--- src/rtl/hx_pkg.sv ---
package hx_pkg;
  // host-side offsets
  localparam int H_CTL = 0;
  localparam int H_STS = 2;
  // DSP-side offsets
  localparam int D_CTL = 0;
  localparam int D_STS = 1;
  localparam int D_RX  = 2;
  // host control fields
  localparam int HC_F0 = 0;
  localparam int HC_F1 = 1;
  localparam int HC_M0 = 2;
  localparam int HC_M1 = 3;
  // host status fields
  localparam int HS_TXE = 1;
  localparam int HS_RDY = 2;
  localparam int HS_D0  = 3;
  localparam int HS_D1  = 4;
  // DSP control fields
  localparam int DC_RXIE = 0;
  localparam int DC_TXIE = 1;
  localparam int DC_CMIE = 2;
  localparam int DC_D0   = 3;
  localparam int DC_D1   = 4;
  localparam int DC_W    = 5;
  // DSP status fields
  localparam int DS_RXF = 0;
  localparam int DS_TXE = 1;
  localparam int DS_CMD = 2;
  localparam int DS_H0  = 3;
  localparam int DS_H1  = 4;
  // shared
  localparam int ST_DMA = 7;
endpackage

--- src/rtl/hx_host_regs.sv ---
module hx_host_regs
  import hx_pkg::*;
#(
  parameter int HW  = 8,
  parameter int NB  = 3,
  parameter int HAW = 3,
  localparam int DW = HW * NB
) (
  input  logic           clk,
  input  logic           clr,
  input  logic           stop_req,
  input  logic [HAW-1:0] h_addr,
  input  logic           h_we,
  input  logic [HW-1:0]  h_wdata,
  input  logic           tx_empty,
  input  logic           rx_full,
  input  logic [1:0]     dflag,
  output logic [1:0]     hflag,
  output logic [1:0]     mode,
  output logic           lo_wr,
  output logic [DW-1:0]  tx_word,
  output logic [HW-1:0]  h_rdata
);
  localparam int TX_BASE = (1 << HAW) - NB;
  localparam logic [HAW-1:0] A_CTL = HAW'(H_CTL);
  localparam logic [HAW-1:0] A_STS = HAW'(H_STS);
  localparam logic [HAW-1:0] A_LO  = HAW'(TX_BASE + NB - 1);

  logic [HW-1:0] rd_mux;

  // control register: flags and mode bits, stop clears the mode bits
  always_ff @(posedge clk) begin
    if (clr) begin
      hflag <= '0;
      mode  <= '0;
    end else begin
      if (h_we && h_addr == A_CTL) begin
        hflag <= {h_wdata[HC_F1], h_wdata[HC_F0]};
        mode  <= {h_wdata[HC_M1], h_wdata[HC_M0]};
      end
      if (stop_req) mode <= '0;
    end
  end

  // transmit lanes, lane 0 is the most significant byte
  for (genvar k = 0; k < NB; k++) begin : g_lane
    localparam logic [HAW-1:0] A_LANE = HAW'(TX_BASE + k);
    logic [HW-1:0] lane_q;
    always_ff @(posedge clk) begin
      if (clr)                          lane_q <= '0;
      else if (h_we && h_addr == A_LANE) lane_q <= h_wdata;
    end
    assign tx_word[DW-1-k*HW -: HW] = lane_q;
  end

  assign lo_wr = h_we && (h_addr == A_LO);

  always_comb begin
    rd_mux = '0;
    if (h_addr == A_CTL) begin
      rd_mux[HC_F0] = hflag[0];
      rd_mux[HC_F1] = hflag[1];
      rd_mux[HC_M0] = mode[0];
      rd_mux[HC_M1] = mode[1];
    end else if (h_addr == A_STS) begin
      rd_mux[HS_TXE] = tx_empty;
      rd_mux[HS_RDY] = tx_empty & ~rx_full;
      rd_mux[HS_D0]  = dflag[0];
      rd_mux[HS_D1]  = dflag[1];
      rd_mux[ST_DMA] = |mode;
    end
  end

  always_ff @(posedge clk) begin
    if (clr) h_rdata <= '0;
    else     h_rdata <= rd_mux;
  end

  AST_STOP_CLEARS_MODE: assert property (@(posedge clk) disable iff (clr)
    stop_req |=> (mode == 2'b00));

  AST_CTL_WRITE_FLAGS: assert property (@(posedge clk) disable iff (clr)
    (h_we && h_addr == A_CTL) |=> (hflag == $past(h_wdata[1:0])));
endmodule

--- src/rtl/hx_xfer.sv ---
module hx_xfer #(
  parameter int DW = 24
) (
  input  logic          clk,
  input  logic          clr,
  input  logic          lo_wr,
  input  logic [DW-1:0] tx_word,
  input  logic          rd_clr,
  output logic          tx_empty,
  output logic          rx_full,
  output logic [DW-1:0] rx_data
);
  logic move;
  assign move = !tx_empty && !rx_full;

  always_ff @(posedge clk) begin
    if (clr) begin
      tx_empty <= 1'b1;
      rx_full  <= 1'b0;
      rx_data  <= '0;
    end else begin
      if (move) begin
        rx_data <= tx_word;
        rx_full <= 1'b1;
      end else if (rd_clr) begin
        rx_full <= 1'b0;
      end
      if (lo_wr)     tx_empty <= 1'b0;
      else if (move) tx_empty <= 1'b1;
    end
  end

  AST_MOVE_SETS_FLAGS: assert property (@(posedge clk) disable iff (clr)
    (!tx_empty && !rx_full && !lo_wr) |=> (rx_full && tx_empty));

  AST_FULL_HOLDS_WORD: assert property (@(posedge clk) disable iff (clr)
    (rx_full && !rd_clr) |=> (rx_full && $stable(rx_data)));

  AST_READ_DRAINS: assert property (@(posedge clk) disable iff (clr)
    (rx_full && rd_clr) |=> !rx_full);
endmodule

--- src/rtl/hx_dsp_regs.sv ---
module hx_dsp_regs
  import hx_pkg::*;
#(
  parameter int DW = 24
) (
  input  logic          clk,
  input  logic          clr,
  input  logic [1:0]    d_addr,
  input  logic          d_we,
  input  logic          d_re,
  input  logic [DW-1:0] d_wdata,
  input  logic [1:0]    hflag,
  input  logic          dma,
  input  logic          rx_full,
  input  logic [DW-1:0] rx_data,
  output logic [1:0]    dflag,
  output logic          rd_clr,
  output logic [DW-1:0] d_rdata,
  output logic          d_irq
);
  localparam logic [1:0] A_CTL = 2'(D_CTL);
  localparam logic [1:0] A_STS = 2'(D_STS);
  localparam logic [1:0] A_RX  = 2'(D_RX);

  logic [DC_W-1:0] ctl_q;
  logic [DW-1:0]   rd_mux;
  logic            dsp_tx_empty;
  logic            cmd_pend;
  logic            unused_wbits;

  // DSP-to-host data and command path are outside this block
  assign dsp_tx_empty = 1'b1;
  assign cmd_pend     = 1'b0;
  assign unused_wbits = ^d_wdata[DW-1:DC_W];

  always_ff @(posedge clk) begin
    if (clr)                          ctl_q <= '0;
    else if (d_we && d_addr == A_CTL) ctl_q <= d_wdata[DC_W-1:0];
  end

  assign dflag  = {ctl_q[DC_D1], ctl_q[DC_D0]};
  assign rd_clr = d_re && (d_addr == A_RX);

  always_comb begin
    rd_mux = '0;
    case (d_addr)
      A_CTL: rd_mux[DC_W-1:0] = ctl_q;
      A_STS: begin
        rd_mux[DS_RXF] = rx_full;
        rd_mux[DS_TXE] = dsp_tx_empty;
        rd_mux[DS_CMD] = cmd_pend;
        rd_mux[DS_H0]  = hflag[0];
        rd_mux[DS_H1]  = hflag[1];
        rd_mux[ST_DMA] = dma;
      end
      A_RX:    rd_mux = rx_data;
      default: rd_mux = '0;
    endcase
  end

  always_ff @(posedge clk) begin
    if (clr) begin
      d_rdata <= '0;
      d_irq   <= 1'b0;
    end else begin
      d_rdata <= rd_mux;
      d_irq   <= (ctl_q[DC_RXIE] & rx_full)
               | (ctl_q[DC_TXIE] & dsp_tx_empty)
               | (ctl_q[DC_CMIE] & cmd_pend);
    end
  end

  AST_IRQ_ON_FULL: assert property (@(posedge clk) disable iff (clr)
    (ctl_q[DC_RXIE] && rx_full) |=> d_irq);

  AST_IRQ_QUIET: assert property (@(posedge clk) disable iff (clr)
    (ctl_q == '0) |=> !d_irq);
endmodule

--- src/rtl/hflag_xchg.sv ---
module hflag_xchg
  import hx_pkg::*;
#(
  parameter int HW  = 8,
  parameter int NB  = 3,
  parameter int HAW = 3,
  localparam int DW = HW * NB
) (
  input  logic           clk,
  input  logic           rst,
  input  logic           soft_rst,
  input  logic           unit_rst,
  input  logic           stop_req,
  input  logic [HAW-1:0] h_addr,
  input  logic           h_we,
  input  logic [HW-1:0]  h_wdata,
  output logic [HW-1:0]  h_rdata,
  input  logic [1:0]     d_addr,
  input  logic           d_we,
  input  logic           d_re,
  input  logic [DW-1:0]  d_wdata,
  output logic [DW-1:0]  d_rdata,
  output logic           d_irq
);
  logic          clr;
  logic [1:0]    hflag, mode, dflag;
  logic          lo_wr, tx_empty, rx_full, rd_clr;
  logic [DW-1:0] tx_word, rx_data;

  assign clr = rst | soft_rst | unit_rst;

  hx_host_regs #(.HW(HW), .NB(NB), .HAW(HAW)) host_i (
    .clk(clk), .clr(clr), .stop_req(stop_req),
    .h_addr(h_addr), .h_we(h_we), .h_wdata(h_wdata),
    .tx_empty(tx_empty), .rx_full(rx_full), .dflag(dflag),
    .hflag(hflag), .mode(mode), .lo_wr(lo_wr),
    .tx_word(tx_word), .h_rdata(h_rdata)
  );

  hx_xfer #(.DW(DW)) xfer_i (
    .clk(clk), .clr(clr), .lo_wr(lo_wr), .tx_word(tx_word),
    .rd_clr(rd_clr), .tx_empty(tx_empty), .rx_full(rx_full),
    .rx_data(rx_data)
  );

  hx_dsp_regs #(.DW(DW)) dsp_i (
    .clk(clk), .clr(clr), .d_addr(d_addr), .d_we(d_we), .d_re(d_re),
    .d_wdata(d_wdata), .hflag(hflag), .dma(|mode), .rx_full(rx_full),
    .rx_data(rx_data), .dflag(dflag), .rd_clr(rd_clr),
    .d_rdata(d_rdata), .d_irq(d_irq)
  );

  AST_RESET_SOURCES_DROP_DMA: assert property (@(posedge clk)
    (soft_rst || unit_rst || stop_req) |=> (mode == 2'b00));
endmodule

--- config.mk ---
export PLATFORM = sky130hd
export DESIGN_NAME = hflag_xchg
export DESIGN_NICKNAME = d
export VERILOG_FILES = /design/src/rtl/hx_pkg.sv /design/src/rtl/hx_host_regs.sv /design/src/rtl/hx_xfer.sv /design/src/rtl/hx_dsp_regs.sv /design/src/rtl/hflag_xchg.sv
export SDC_FILE = /design/constraint.sdc
export NUM_CORES = 1
export LEC_CHECK = 0
export BUFFER_PORTS_ARGS = -buffer_cell sky130_fd_sc_hd__buf_2
export CAP_MARGIN = 20
export CORE_UTILIZATION = 35
export CTS_CLUSTER_SIZE = 8
export DETAILED_ROUTE_END_ITERATION = 8
export GPL_ROUTABILITY_DRIVEN = 0
export SLEW_MARGIN = 20
export SYNTH_ARGS = -nofsm -noshare
export SYNTH_HDL_FRONTEND = slang
export SYNTH_SLANG_ARGS = --single-unit
export TNS_END_PERCENT = 5
--- constraint.sdc ---
create_clock -name clk -period 1.66 [get_ports clk]
set_input_delay 0.083 -clock clk [delete_from_list [all_inputs] [get_ports clk]]
set_output_delay 0.083 -clock clk [all_outputs]
set_load 0.02 [all_outputs]
==> key figures, run 1 <==
Worst setup path
  • CP Cell Sequence: or2_2, nand2_1, a21oi_1
  • CP max FO: 24
  • Required @ worst endpoint: between 1.5 and 2 ns
  • R2r worst-path depth: 3
  • Crit path from: xfer_i.tx_empty
  • FF-to-FF Start: xfer_i.tx_empty
  • Critical path startpoint category: register
  • Endpoint type of the worst setup path: register
  • Top delay family on crit path: simple AND/OR/NAND/NOR gates
  • Crit path DAT: ~1.4 ns
  • Buffers and inverters on the worst path: 0
  • Critical Path Max Stage Delay: ~0.51 ns
  • R2r endpoint: xfer_i.rx_data[19]
  • Kind of critical path: register to register
  • R2R setup slack: around 0.46 ns
  • Critical path's slowest cell: or2_2

Floorplanning
  • Die area: 9240 um^2
  • Core box area: around 8400 um^2
  • Die Ht: approximately 96 um
  • Initial core utilization: 0.370
  • IO Count: 78
  • Rows: 33
  • Die X: 96.1 um

Synth
  • Synth Instances: 343
  • Async set or reset register ratio after synthesis: 0
  • Dominant synthesized flop cell: dfxtp_1
  • Top cells by count, synth: dfxtp_1 (90), nand2_1 (82), a21oi_1 (41), nand3_1 (22), and3_1 (19)
  • Leading cell type by number of instances after synthesis: dfxtp_1
  • Syn_area_per_cell: approximately 9.0 um^2
  • Area leader, netlist: dfxtp_1
  • Synth area leaders: dfxtp_1 (58%), nand2_1 (9.9%), a21oi_1 (6.6%), and3_1 (3.8%), nand3_1 (3.6%)
  • Distinct cell type count after synthesis: 30
  • Synth warn: 0
  • Count of flip-flops with a built-in enable after synthesis: 0
  • Flops & latches, synth: 90
  • Seq/Total Area, Yosys: 0.581
  • Share of the synthesized area in the top cell type: 0.581
  • Mapped cell area: 3100 um^2

Timing
  • Final Cycle Share: 0.720
  • RSZ-0062 raised after global routing: no
  • Final Hold Vio Count: 0
  • FMAX: 837 MHz
  • Setup TNS: 0 ns
  • Pins Over Slew Limit: 0
  • Final min period: 1.20 ns
  • Finish-stage setup viols: 0
  • Clk_skew: about 0.0075 ns

Pwr
  • Switching Power: 894 uW
  • Combinational Power Share: 0.045
  • Pwr Total: 4000 uW
  • Part of the power in registers: 0.541
  • Leak: 0.00152 uW
  • Peak supply drop: 0.000338 V
  • Power density over cell area: 1040 nW/um^2
  • Clock share of power: 0.414
  • Sw Ratio: 0.224
  • Pint: 3100 uW

Placement
  • DP HPWL: 4.59 mm
  • Placed Cells: 488
  • Port Buffers: 56
  • DP Area: 3490 um^2

Global routing
  • Number of global-route vias before repair: ~2300
  • Initial antenna violation count: 0
  • Largest net degree at the start of global routing: 45
  • First-pass GRT wire length: 11.1 mm
  • Total GRT Usage: 0.161
  • Global route overflow: 0

Detailed routing
  • WL final: roughly 6.7 mm
  • Via count: 2514
  • Vias per inst: 4.87
  • Iter 0 DRT Violations: 123
  • DRT Pass-1 Iters: 8
  • Wire per inst: around 13 um
  • DRC: 0
  • Final antenna-violating net count: 0

Hold path
  • Hold EP: host_i.g_lane[1].lane_q[2]
  • Worst Hold Class: primary input to register
  • Worst Hold Path Cells: 3
  • Hold Startpoint: h_wdata[2]

Clocking
  • Reg clk slew, reported paths: approximately 0.090 ns
  • CTS Buf Count: 9
  • CTS tree: built
  • Max Root-Sink Buffers: 2
  • Post-cts hold buffer count: 11
  • CTS resizes: 0
  • Worst skew pair latency: 0.35 ns
  • Postcts setup bufs: 0
  • H-tree Lvls: 3
  • Clk sinks: 90
  • CTS root buffer: clkbuf_8

Finish
  • Layout cell share with drive strength beyond 1: 0.204
  • Fin util: 0.457
  • Synth-to-layout area growth: 23.5%
  • Final nets: ~460
  • Final std cells w/o fill: 516
  • Fin area: about 3800 um^2
  • Antenna Cells: 0
  • Fillers: 829

Status
  • Outcome: finished, final reports clean

Flow run
  • Max-cap viol count: 0
[worst max-delay path by stage]
stage | to | slack (ns) | cells after the start
after floorplan | xfer_i.rx_data[10] | 0.46 | 5
after global placement | host_i.h_rdata[4] | 0.40 | 5
after detailed placement | host_i.h_rdata[4] | 0.37 | 5
after CTS | xfer_i.rx_data[17] | 0.45 | 3
after global routing | xfer_i.rx_data[9] | 0.34 | 3
final | xfer_i.rx_data[19] | 0.46 | 3
[sequential cells by signal, summed over array words and instances, names as in the netlist]
name,flops
host_i.h_rdata,6
dsp_i.ctl_q,5
host_i.g_lane.lane_q,24
host_i.hflag,2
xfer_i.tx_empty,1
dsp_i.d_rdata,24
xfer_i.rx_full,1
dsp_i.d_irq,1
xfer_i.rx_data,24
host_i.mode,2
[cell type report]
| class | instances | area (um^2) | area share |
|---|---|---|---|
| multi-input cells | 226 | 1190 | 0.310 |
| clock inverters | 6 | 96.3 | 0.0252 |
| well taps | 105 | 131 | 0.0343 |
| inverters | 3 | 11.3 | 0.00294 |
| flip-flops and latches | 90 | 1800 | 0.470 |
| repair buffers | 76 | 473 | 0.123 |
| clock buffers | 10 | 128 | 0.0333 |
[cell usage in the layout (no fill, tap or decap), types with 2 or more instances in the layout]
cell / instances
buf_4: 7
a222oi_1: 3
and3_1: 19
inv_1: 3
o21ai_0: 17
mux2i_1: 6
dlygate4sd3_1: 12
conb_1: 2
buf_2: 56
nand3_1: 22
nand2_1: 82
bufinv_16: 2
ha_1: 4
clkbuf_8: 9
dfxtp_1: 90
a21oi_1: 41
nor2_1: 7
inv_6: 2
nand4b_1: 2
nor3_1: 8
[per-layer routing]
layer	track usage	wire [um]
met1	0.205	3120
met2	0.253	3120
met3	0.0466	323
met4	0.0672	151
met5	0	0
[stage by stage]
step           worst slack, ns  hold WS [ns]
6_report                 0.465       0.00829
5_1_grt                  0.339       0.00210
4_1_cts                  0.448      0.000469
3_5_place_dp             0.367         0.279
3_3_place_gp             0.403         0.273
2_1_floorplan            0.462         0.162
[kinds of logic after synthesis]
family / share of synthesized area
simple gates: 0.230
flops: 0.581
compound gates: 0.113
buf+inv: 0.0387
mux: 0.0194
fa+ha+maj: 0.0161
other cells: 0.00121
[power by group through the flow]
stage / combinational (uW) / sequential (uW) / clock [uW]
3_3_place_gp: 156 / 2210 / 0
2_1_floorplan: 86.1 / 2220 / 0
5_1_grt: 195 / 2170 / 1800
4_1_cts: 177 / 2160 / 1690
3_5_place_dp: 157 / 2210 / 0
6_report: 179 / 2160 / 1650
[worst min-delay path: stages]
cell and delay [ns]:
buf_2 0.12, nand2_1 0.06, a21oi_1 0.05
No activity file was read; power rests on OpenSTA's default activity.
==> run 2: changes to the inputs <==
==> constraint.sdc (replaced) <==
create_clock -name clk -period 1.1 [get_ports clk]
set_input_delay 0.055 -clock clk [delete_from_list [all_inputs] [get_ports clk]]
set_output_delay 0.055 -clock clk [all_outputs]
set_load 0.02 [all_outputs]
==> key figures, run 2 (synthesis gave the netlist of run 1 again) <==
Status
  • Outcome: finished, final reports clean

Timing
  • Final Hold Vio Count: 0
  • Finish-stage setup viols: 0
  • Final hold slack: 0.0239 ns
  • RSZ-0062 raised after global routing: yes
  • Final min period: 1.02 ns
  • Clk_skew: 0.00834 ns
  • FMAX: a little under 1000 MHz
  • Final Cycle Share: 0.927
  • Setup TNS: 0 ns
  • Pins Over Slew Limit: 0

Worst setup path
  • Required @ worst endpoint: about 1.4 ns
  • Kind of critical path: register to register
  • R2R setup slack: 0.08 ns
  • Crit path DAT: 1.30 ns
  • CP max FO: 25
  • Critical path startpoint category: register
  • Endpoint type of the worst setup path: register

Global routing
  • Largest net degree at the start of global routing: 45
  • Initial antenna violation count: 0
  • Total GRT Usage: 0.165
  • Number of global-route vias before repair: 2395
  • Global route overflow: 0
  • First-pass GRT wire length: 11.4 mm

Flow run
  • Max-cap viol count: 0

Pwr
  • Peak supply drop: 0.000568 V
  • Pwr Total: 5590 uW
  • Leak: ~0.0016 uW
  • Power density over cell area: approximately 1400 nW/um^2

Finish
  • Most common cell after layout, fill and taps aside: dfxtp_1
  • Commonest non-fill, non-tap cells in the layout: dfxtp_1 (88), nand2_1 (82), buf_2 (56)
  • Fin area: ~4000 um^2
  • Top flop regs: dsp_i.d_rdata: 24 flops, host_i.g_lane.lane_q: 24 flops, xfer_i.rx_data: 24 flops
  • Layout cell share with drive strength beyond 1: 0.224
  • Final nets: around 470
  • Antenna Cells: 0
  • Synth-to-layout area growth: 26.3%
  • Fin util: 0.467

Placement
  • DP HPWL: 4.70 mm
  • DP Area: 3580 um^2
  • Port Buffers: 56

Detailed routing
  • Iter 0 DRT Violations: 114
  • DRT Pass-1 Iters: 5
  • DRC: 0
  • Final antenna-violating net count: 0
  • Vias per inst: 4.90
  • Wire per inst: roughly 14 um
  • WL final: 7.20 mm
  • Via count: 2594

Clocking
  • Worst skew pair latency: 0.35 ns
  • CTS root buffer: clkbuf_8
  • CTS tree: built
  • Max Root-Sink Buffers: 2
  • Reg clk slew, reported paths: approximately 0.09 ns
  • Postcts setup bufs: 0
  • CTS Buf Count: 9
  • Clk sinks: 90
  • H-tree Lvls: 3

Floorplanning
  • Die X: roughly 96 um
  • IO Count: a little under 80
  • Die area: 9240 um^2
  • Core box area: 8380 um^2
  • Rows: 33
  • Initial core utilization: 0.370
  • Die Ht: slightly below 100 um

Hold path
  • Worst Hold Class: primary input to register
## run 2: path summary, 6_finish.rpt
check                                           startpoint                  to  cells past startpoint
worst max-delay path                       xfer_i.tx_empty  xfer_i.rx_data[16]                      4
worst min-delay path                                  d_re      xfer_i.rx_full                      4
worst max register to register             xfer_i.tx_empty  xfer_i.rx_data[16]                      4
worst min register to register  host_i.g_lane[1].lane_q[6]  xfer_i.rx_data[14]                      2
## run 2: layout make-up
type | instances | area [um^2]
repair buffers | 88 | 596
flip-flops and latches | 90 | 1800
clock inverters | 4 | 27.5
well taps | 105 | 131
inverters | 3 | 11.3
fillers | 836 | 4470
clock buffers | 12 | 145
multi-input cells | 227 | 1200
## run 2: critical path: stages (launching register included)
cell     delay, ns
dfxtp_2       0.36
nor2_1        0.19
buf_12        0.19
nand2_1       0.07
a21oi_1       0.13
## run 2: per-layer routing
layer  share of wire  up-vias  track usage
met5               0        -            0
met4           0.029        0       0.0958
met3           0.048       16       0.0371
met2            0.46       61        0.255
met1            0.46     1206        0.211
li1                -     1311            -
## run 2: timing repair
action                                  4_1_cts  5_1_grt
endpoints found under the hold margin        21        0
hold buffers                                 15        0
endpoints found under the setup margin        0       22
resized for setup                             0        3
## run 2: power by group
group	internal (uW)	total (uW)	switching [uW]
Combinational	138	311	173
Clock	886	2010	1120
Sequential	3260	3260	3.94
Total	4280	5590	1300
## run 2: per-stage QoR
step | setup slack (ns) | instances
floorplan | 0.0111 | 344
global placement | -0.0844 | 497
detailed placement | -0.112 | 497
CTS | 0.0362 | 528
global route | -0.0105 | 529
finish | 0.0802 | 529
==> run 3: changes to the inputs <==
--- a/config.mk
+++ b/config.mk
@@ -11,6 +11,7 @@
 export CTS_CLUSTER_SIZE = 8
 export DETAILED_ROUTE_END_ITERATION = 8
 export GPL_ROUTABILITY_DRIVEN = 0
+export PLACE_DENSITY = 0.55
 export SLEW_MARGIN = 20
 export SYNTH_ARGS = -nofsm -noshare
 export SYNTH_HDL_FRONTEND = slang
==> constraint.sdc (replaced) <==
create_clock -name clk -period 1.15 [get_ports clk]
set_input_delay 0.0575 -clock clk [delete_from_list [all_inputs] [get_ports clk]]
set_output_delay 0.0575 -clock clk [all_outputs]
set_load 0.02 [all_outputs]
==> key figures, run 3 (synthesis gave the netlist of run 1 again) <==
Worst setup path
  • Endpoint type of the worst setup path: register
  • Most used cell, CP: buf_4
  • CP max FO: 8
  • CP Cell Sequence: buf_4, nor2_4, buf_4, nand2_1, a21oi_1
  • Required @ worst endpoint: between 1 and 1.5 ns
  • Critical path's slowest cell: dfxtp_1
  • Critical path startpoint category: register
  • Kind of critical path: register to register
  • Crit path DAT: around 1.3 ns
  • Critical Path Max Stage Delay: 0.32 ns

Finish
  • Top flop regs: dsp_i.d_rdata: 24 flops, host_i.g_lane.lane_q: 24 flops, xfer_i.rx_data: 24 flops
  • Antenna Cells: 0
  • Synth-to-layout area growth: 27.5%
  • Layout cell share with drive strength beyond 1: 0.226
  • Commonest non-fill, non-tap cells in the layout: dfxtp_1 (90), nand2_1 (82), buf_2 (56)
  • Most common cell after layout, fill and taps aside: dfxtp_1
  • Fillers: 849
  • Final nets: roughly 470

Clocking
  • H-tree Lvls: 3
  • Max Root-Sink Buffers: 2
  • Postcts setup bufs: 0
  • Worst skew pair latency: between 0.3 and 0.4 ns
  • CTS root buffer: clkbuf_8
  • Clk sinks: 90
  • CTS Buf Count: 9
  • CTS tree: built
  • Reg clk slew, reported paths: 0.09 ns

Global routing
  • Global route overflow: 0
  • Initial antenna violation count: 0
  • Number of global-route vias before repair: ~2400
  • Total GRT Usage: 0.164
  • First-pass GRT wire length: 11.3 mm
  • Largest net degree at the start of global routing: 45

Flow run
  • Max-cap viol count: 0

Detailed routing
  • Iter 0 DRT Violations: roughly 170
  • WL final: 7.12 mm
  • Final antenna-violating net count: 0
  • Wire per inst: 13.5 um
  • DRC: 0
  • Vias per inst: 4.81
  • DRT Pass-1 Iters: 4
  • Via count: 2542

Floorplanning
  • Die X: 96.1 um
  • Die Ht: a little under 100 um
  • Initial core utilization: 0.370
  • Rows: 33
  • Core box area: 8380 um^2
  • Die area: 9240 um^2
  • IO Count: 78

Timing
  • Pins Over Slew Limit: 0
  • FMAX: 960 MHz
  • Final Hold Vio Count: 0
  • Final min period: 1.04 ns
  • Finish-stage setup viols: 0
  • PnR worst setup slack: 0.108 ns
  • Final Cycle Share: 0.906
  • Clk_skew: about 0.0074 ns
  • Final hold slack: between 0.04 and 0.05 ns
  • RSZ-0062 raised after global routing: no

Pwr
  • Leak: 0.00159 uW
  • Pwr Total: 5790 uW
  • Power density over cell area: 1460 nW/um^2
  • Peak supply drop: 0.000504 V

Hold path
  • Worst Hold Class: primary input to register

Placement
  • DP HPWL: ~4.7 mm
  • Port Buffers: 56
  • Place WS: -0.0693 ns

Status
  • Outcome: finished, final reports clean
==> run 3: metal layers <==
| layer | share of wire | up-vias | global-route usage |
|---|---|---|---|
| li1 | - | 1315 | - |
| met1 | 0.47 | 1166 | 0.214 |
| met2 | 0.47 | 52 | 0.257 |
| met3 | 0.042 | 9 | 0.0316 |
| met4 | 0.013 | 0 | 0.0871 |
| met5 | 0 | - | 0 |
==> run 3: path summary, 6_finish.rpt <==
kind | endpoint | depth (start not counted) | slack, ns | from
worst max-delay path | xfer_i.rx_data[18] | 5 | 0.11 | xfer_i.tx_empty
worst min-delay path | xfer_i.rx_full | 4 | 0.04 | d_re
worst max register to register | xfer_i.rx_data[18] | 5 | 0.11 | xfer_i.tx_empty
worst min register to register | xfer_i.rx_data[5] | 2 | 0.45 | xfer_i.rx_data[5]
==> run 3: final cells by class <==
cell class / instances / area [um^2] / share of cell area
sequential: 90 / 1800 / 0.456
inverter: 3 / 11.3 / 0.00285
tap: 105 / 131 / 0.0332
clock inverter: 6 / 90.1 / 0.0228
clock buffer: 10 / 138 / 0.0348
timing repair buffer: 89 / 582 / 0.147
multi-input combinational: 226 / 1200 / 0.303
==> run 3: through the flow <==
step / cell area [um^2] / TNS, ns / instances / util
floorplan: 3110 / 0 / 344 / -
global placement: 3550 / -0.0890 / 497 / 0.424
detailed placement: 3550 / -0.350 / 497 / 0.424
CTS: 3930 / 0 / 528 / 0.469
global route: 3950 / 0 / 529 / 0.472
finish: 3950 / 0 / 529 / 0.472
==> run 3: critical path, delay by kind of cell (launching register included) <==
family	cells	cell delay, ns
flip-flops	1	0.32
AND/OR/NAND/NOR	2	0.22
buffers and inverters	2	0.33
AO/OA/AOI/OAI	1	0.11
==> run 3: what timing repair did <==
action | in CTS | in global routing
gates cloned | 0 | 1
hold buffers | 15 | 0
endpoints found under the hold margin | 21 | 0
setup endpoints to repair | 2 | 16
gates resized for setup | 1 | 5
==> run 3: where the power goes <==
part           switching, uW  internal, uW
logic                    163           123
registers               3.45          3120
clock network           1100          1290
total                   1260          4530
